==> src/rtl/gpio8_pkg.sv <==
`timescale 1ns/1ps
package gpio8_pkg;

  localparam logic [15:0] ADR_LVL_SET = 16'h0010;
  localparam logic [15:0] ADR_DIR     = 16'h0011;
  localparam logic [15:0] ADR_DRIVE   = 16'h0012;
  localparam logic [15:0] ADR_IDLE    = 16'h0013;
  localparam logic [15:0] ADR_PADLVL  = 16'h0014;

  typedef enum logic [2:0] {
    SEL_NONE,
    SEL_LVL_SET,
    SEL_DIR,
    SEL_DRIVE,
    SEL_IDLE,
    SEL_PADLVL
  } reg_sel_e;

  function automatic reg_sel_e decode_addr(input logic [15:0] a);
    reg_sel_e s;
    unique case (a)
      ADR_LVL_SET: s = SEL_LVL_SET;
      ADR_DIR:     s = SEL_DIR;
      ADR_DRIVE:   s = SEL_DRIVE;
      ADR_IDLE:    s = SEL_IDLE;
      ADR_PADLVL:  s = SEL_PADLVL;
      default:     s = SEL_NONE;
    endcase
    return s;
  endfunction

endpackage

==> src/rtl/gpio8_rst_sync.sv <==
`timescale 1ns/1ps
module gpio8_rst_sync #(
  parameter int unsigned STAGES = 2
) (
  input  logic clk,
  input  logic rst_n_i,
  output logic rst_n_o
);
  logic [STAGES-1:0] chain_q;
  logic [STAGES-1:0] chain_d;

  always_comb begin
    chain_d = {chain_q[STAGES-2:0], 1'b1};
  end

  always_ff @(posedge clk or negedge rst_n_i) begin
    if (!rst_n_i) begin
      chain_q <= '0;
    end else begin
      chain_q <= chain_d;
    end
  end

  assign rst_n_o = chain_q[STAGES-1];
endmodule

==> src/rtl/gpio8_regs.sv <==
`timescale 1ns/1ps
module gpio8_regs
  import gpio8_pkg::*;
#(
  parameter int unsigned NUM_PINS = 8,
  parameter int unsigned DATA_W   = 16
) (
  input  logic                clk,
  input  logic                rst_n,
  input  reg_sel_e            sel,
  input  logic                we,
  input  logic [DATA_W-1:0]   wdata,
  output logic [NUM_PINS-1:0] lvl_set_q,
  output logic [NUM_PINS-1:0] dir_q,
  output logic [NUM_PINS-1:0] drive_q,
  output logic [NUM_PINS-1:0] idle_q
);
  localparam int unsigned DIR_LSB = DATA_W / 2;

  logic                en_lvl, en_dir, en_drive, en_idle;
  logic [NUM_PINS-1:0] lvl_d, dir_d, drive_d, idle_d;

  always_comb begin
    en_lvl   = we && (sel == SEL_LVL_SET);
    en_dir   = we && (sel == SEL_DIR);
    en_drive = we && (sel == SEL_DRIVE);
    en_idle  = we && (sel == SEL_IDLE);
    lvl_d    = wdata[NUM_PINS-1:0];
    dir_d    = wdata[DIR_LSB +: NUM_PINS];
    drive_d  = wdata[NUM_PINS-1:0];
    idle_d   = wdata[NUM_PINS-1:0];
  end

  always_ff @(posedge clk or negedge rst_n) begin
    if (!rst_n) begin
      lvl_set_q <= '0;
      dir_q     <= '0;
      drive_q   <= '0;
      idle_q    <= '0;
    end else begin
      if (en_lvl)   lvl_set_q <= lvl_d;
      if (en_dir)   dir_q     <= dir_d;
      if (en_drive) drive_q   <= drive_d;
      if (en_idle)  idle_q    <= idle_d;
    end
  end
endmodule

==> src/rtl/gpio8_in_sync.sv <==
`timescale 1ns/1ps
module gpio8_in_sync #(
  parameter int unsigned NUM_PINS = 8,
  parameter int unsigned STAGES   = 2
) (
  input  logic                clk,
  input  logic                rst_n,
  input  logic [NUM_PINS-1:0] d_i,
  output logic [NUM_PINS-1:0] q_o
);
  logic [NUM_PINS-1:0] stage_q [STAGES];

  for (genvar s = 0; s < STAGES; s++) begin : g_stage
    logic [NUM_PINS-1:0] stage_d;
    if (s == 0) begin : g_first
      assign stage_d = d_i;
    end else begin : g_next
      assign stage_d = stage_q[s-1];
    end
    always_ff @(posedge clk or negedge rst_n) begin
      if (!rst_n) begin
        stage_q[s] <= '0;
      end else begin
        stage_q[s] <= stage_d;
      end
    end
  end

  assign q_o = stage_q[STAGES-1];
endmodule

==> src/rtl/gpio8_pin_drv.sv <==
`timescale 1ns/1ps
module gpio8_pin_drv #(
  parameter int unsigned NUM_PINS = 8
) (
  input  logic [NUM_PINS-1:0] lvl_set,
  input  logic [NUM_PINS-1:0] dir,
  input  logic [NUM_PINS-1:0] drive,
  input  logic [NUM_PINS-1:0] idle,
  output logic [NUM_PINS-1:0] pad_out,
  output logic [NUM_PINS-1:0] pad_oe,
  output logic [NUM_PINS-1:0] pad_pd
);
  for (genvar i = 0; i < NUM_PINS; i++) begin : g_pin
    logic oe_b, out_b, pd_b;
    always_comb begin
      if (!dir[i]) begin
        oe_b  = 1'b0;
        out_b = 1'b0;
      end else if (drive[i]) begin
        oe_b  = ~lvl_set[i];
        out_b = 1'b0;
      end else begin
        oe_b  = 1'b1;
        out_b = lvl_set[i];
      end
      pd_b = ~oe_b & ~idle[i];
    end
    assign pad_oe[i]  = oe_b;
    assign pad_out[i] = out_b;
    assign pad_pd[i]  = pd_b;
  end
endmodule

==> src/rtl/gpio8_ctrl.sv <==
`timescale 1ns/1ps
module gpio8_ctrl
  import gpio8_pkg::*;
#(
  parameter int unsigned NUM_PINS    = 8,
  parameter int unsigned DATA_W      = 16,
  parameter int unsigned ADDR_W      = 8,
  parameter int unsigned SYNC_STAGES = 2,
  parameter int unsigned RST_STAGES  = 2
) (
  input  logic                clk,
  input  logic                rst_n,
  input  logic [ADDR_W-1:0]   bus_addr,
  input  logic                bus_we,
  input  logic [DATA_W-1:0]   bus_wdata,
  output logic [DATA_W-1:0]   bus_rdata,
  input  logic [NUM_PINS-1:0] pad_in,
  output logic [NUM_PINS-1:0] pad_out,
  output logic [NUM_PINS-1:0] pad_oe,
  output logic [NUM_PINS-1:0] pad_pd
);
  localparam int unsigned DIR_LSB = DATA_W / 2;

  logic                rst_core_n;
  reg_sel_e            sel;
  logic [NUM_PINS-1:0] lvl_set_q, dir_q, drive_q, idle_q, pad_lvl;

  gpio8_rst_sync #(.STAGES(RST_STAGES)) u_rst (
    .clk     (clk),
    .rst_n_i (rst_n),
    .rst_n_o (rst_core_n)
  );

  assign sel = decode_addr(16'(bus_addr));

  gpio8_regs #(.NUM_PINS(NUM_PINS), .DATA_W(DATA_W)) u_regs (
    .clk       (clk),
    .rst_n     (rst_core_n),
    .sel       (sel),
    .we        (bus_we),
    .wdata     (bus_wdata),
    .lvl_set_q (lvl_set_q),
    .dir_q     (dir_q),
    .drive_q   (drive_q),
    .idle_q    (idle_q)
  );

  gpio8_in_sync #(.NUM_PINS(NUM_PINS), .STAGES(SYNC_STAGES)) u_sync (
    .clk   (clk),
    .rst_n (rst_core_n),
    .d_i   (pad_in),
    .q_o   (pad_lvl)
  );

  gpio8_pin_drv #(.NUM_PINS(NUM_PINS)) u_drv (
    .lvl_set (lvl_set_q),
    .dir     (dir_q),
    .drive   (drive_q),
    .idle    (idle_q),
    .pad_out (pad_out),
    .pad_oe  (pad_oe),
    .pad_pd  (pad_pd)
  );

  always_comb begin
    bus_rdata = '0;
    unique case (sel)
      SEL_DIR:    bus_rdata[DIR_LSB +: NUM_PINS] = dir_q;
      SEL_DRIVE:  bus_rdata[NUM_PINS-1:0]        = drive_q;
      SEL_IDLE:   bus_rdata[NUM_PINS-1:0]        = idle_q;
      SEL_PADLVL: bus_rdata[NUM_PINS-1:0]        = pad_lvl;
      default:    bus_rdata = '0;
    endcase
  end
endmodule

==> config.mk <==
export PLATFORM = sky130hd
export DESIGN_NAME = gpio8_ctrl
export DESIGN_NICKNAME = d
export VERILOG_FILES = /design/src/rtl/gpio8_pkg.sv /design/src/rtl/gpio8_rst_sync.sv /design/src/rtl/gpio8_regs.sv /design/src/rtl/gpio8_in_sync.sv /design/src/rtl/gpio8_pin_drv.sv /design/src/rtl/gpio8_ctrl.sv
export SDC_FILE = /design/constraint.sdc
export NUM_CORES = 1
export LEC_CHECK = 0
export BUFFER_PORTS_ARGS = -buffer_cell sky130_fd_sc_hd__buf_2
export CORE_UTILIZATION = 55
export DETAILED_ROUTE_END_ITERATION = 16
export HOLD_SLACK_MARGIN = 0.05
export PLACE_DENSITY_LB_ADDON = 0.12
export SYNTH_ARGS = -nofsm -noshare
export SYNTH_HDL_FRONTEND = slang
export SYNTH_HIERARCHICAL = 1
export SYNTH_SLANG_ARGS = --single-unit
==> constraint.sdc <==
create_clock -name clk -period 2.89 [get_ports clk]
set_input_delay 0.867 -clock clk [delete_from_list [all_inputs] [get_ports clk]]
set_output_delay 0.867 -clock clk [all_outputs]
set_load 0.02 [all_outputs]
==> results.toml <==
[power]
irDropWorstVdd_v = 0.0003527
powerDensity_nw_per_um2 = 466.0
p_leak_nw = 1.504

[synthesis]
yosysUniqueCellTypes = 24
synthTopCellsByCount = "dfrtp_1 (50), mux2_2 (31), buf_4 (24), nor2_1 (17)"
synth_edf_count = 0
netlist_instances = 192
ys.flop_type = "dfrtp_1"
synth_most_common_cell = "dfrtp_1"
ys_seq_area_share_pct = 49.55
yosys-top-cells-area = "dfrtp_1 (50%), mux2_2 (14%), buf_4 (7.1%), a21boi_4 (5.9%), mux2_4 (5.4%)"
synth_top_area_share_pct = 49.55
synth_warnings = 6
synth_area_um2 = 2525
synth.net_count = 227
yosys_register_bits = 50
postSynthAreaPerCell_um2 = 13.15
yosysTopAreaCell = "dfrtp_1"
ys_async_sr_fraction_pct = 100.0

[worst_setup_path]
start_kind = "input pin"
arrival_ns = 1.93
required_ns = 2.02
end_kind = "output port"
worstPathMaxFanout = 8
worstSetupPathType = "in2out"

[die]
rows = 24
die_y_um = 69.76
pin_count = 75
dieWidth_um = 69.76
core_um2 = 4384
fp.dieArea_um2 = 4866
initial_core_util_pct = 57.59

[clock_network]
insertion_delay_ns = 0.29
clock-sinks = 50
ctsHoldBuffers = 0
root_buffer = "clkbuf_8"
numCtsBuffers = 5
tritoncts = "done"
cts_max_path_buffers = 2
htree_levels = 2
clkTransAtPathRegs_ns = 0.09

[sta]
tns_ns = 0
worstMarginPinSlew_ns = 1.025
finalHoldViolations = 0
fmax_mhz = 357.4
setup_ws_ns = 0.09170
timing.slew.headroom_pct = 31.68
setup_viol = 0
finClkSkew_ns = 0.009480
fin_crit_ns = 2.798
post-route-period-util_pct = 96.83
maxSlewViolCount = 0
hold_ws_ns = 0.3386

[route]
drcViolationCount = 0
num_vias = 1549
drt_first_pass_iters = 4
finalWirelength_mm = 4.535
first_iter_violations = 63
wire_per_inst_um = 14.92
ant_nets = 0
drt-vias-per-instance = 5.095

[worst_hold_path]
hold_path_class = "in2async"

[grt]
grt_max_degree = 49
grt.total_usage_pct = 19.22
antenna_found_initial = 0
grt_pass1_vias = 1493
grt_pass1_wl_mm = 7.210
gr-total-overflow = 0

[layout]
syn_to_final_growth_pct = 17.59
nets = 286
diodes = 0
stdcell_area_um2 = 2969
drive_above_1_share_pct = 63.10
fin_util_pct = 67.72

[placement]
hpwl_mm = 3.292
port_buffers = 74
place_area_um2 = 2799
place_worst_setup_slack_ns = -0.02673
place.gp.congestion = 0.6950

[flow_run]
drv_cap = 0

[status]
status = "completed"
==> cell type report <==
class                      instances  area, um2
clock buffer                       8      80.08
fill                             335       1415
tap                               52      65.06
sequential                        50       1252
timing repair buffer              82      499.2
multi-input combinational        112       1072
==> worst paths after layout <==
kind                               endpoint        startpoint  slack [ns]  cells after the start
setup / recovery              bus_rdata[13]       bus_addr[7]        0.09                      5
hold / removal             u_rst/chain_q[1]             rst_n        0.34                      1
setup reg to reg              u_sync/q_o[0]  u_rst/chain_q[1]        1.79                      0
hold reg to reg            u_rst/chain_q[1]  u_rst/chain_q[0]        0.35                      0
max in group asynchronous     u_sync/q_o[0]  u_rst/chain_q[1]        1.79                      0
min in group clk           u_rst/chain_q[1]  u_rst/chain_q[0]        0.35                      0
==> cell usage in the layout (no fill, tap or decap), drive strengths merged <==
| cell | synthesis | routed |
|---|---|---|
| and4b | 1 | 1 |
| nand2 | 9 | 9 |
| xnor2 | 1 | 1 |
| dfrtp | 50 | 50 |
| buf | 30 | 82 |
| and2 | 8 | 8 |
| nand4b | 1 | 1 |
| nor2b | 1 | 1 |
| clkbuf | 0 | 8 |
| conb | 1 | 1 |
| nor3b | 1 | 1 |
| mux2 | 40 | 40 |
| nor3 | 1 | 1 |
| a21oi | 1 | 1 |
| nor4 | 1 | 1 |
| nor2 | 25 | 25 |
| a21boi | 8 | 8 |
| a211oi | 1 | 1 |
| and2b | 1 | 1 |
| and4bb | 3 | 3 |
| a22oi | 8 | 8 |
==> worst max-delay path: stages <==
cell,delay (ns)
buf_2,0.11
nor4_4,0.28
and4b_4,0.38
and2_4,0.18
buf_6,0.11
==> metrics by stage <==
| stage | cells | total power, mW |
|---|---|---|
| floorplan | 192 | 0.9763 |
| global placement | 296 | 1.009 |
| detailed placement | 296 | 1.014 |
| CTS | 304 | 1.389 |
| global route | 304 | 1.447 |
| finish | 304 | 1.384 |
==> flip-flops by register name, summed over array words and instances (netlist names) <==
register,flops
u_rst/chain_q,2
u_regs/drive_q,8
u_sync/q_o,8
u_sync/g_stage.stage_d,8
u_regs/idle_q,8
u_regs/dir_q,8
u_regs/lvl_set_q,8
==> layer usage <==
| metal | share of wire [%] | up-vias | global-route usage [%] |
|---|---|---|---|
| met4 | 0.75 | 0 | 5.333 |
| met5 | 0 | - | 0 |
| met1 | 48 | 739 | 27.79 |
| li1 | - | 751 | - |
| met2 | 46 | 54 | 29.23 |
| met3 | 5.2 | 5 | 4.506 |
==> power breakdown <==
part | switching [mW] | leakage, nW | internal, mW | total, mW
Combinational | 0.0955 | 0.818 | 0.109 | 0.205
Sequential | 0.0531 | 0.646 | 0.744 | 0.797
Clock | 0.209 | 0.0395 | 0.172 | 0.382
==> kinds of logic after synthesis <==
kind of cell    share of synthesized area [%]
xor+xnor                               0.3469
compound gates                          8.820
flops                                   49.55
buf+inv                                 9.316
other cells                            0.1485
simple gates                            12.64
mux                                     19.18
==> timing repair <==
| action | CTS | global route |
|---|---|---|
| endpoints found under the setup margin | 0 | 15 |
| buffers inserted | 0 | 0 |
| resized for setup | 0 | 28 |
(Power assumes the default switching activity.)
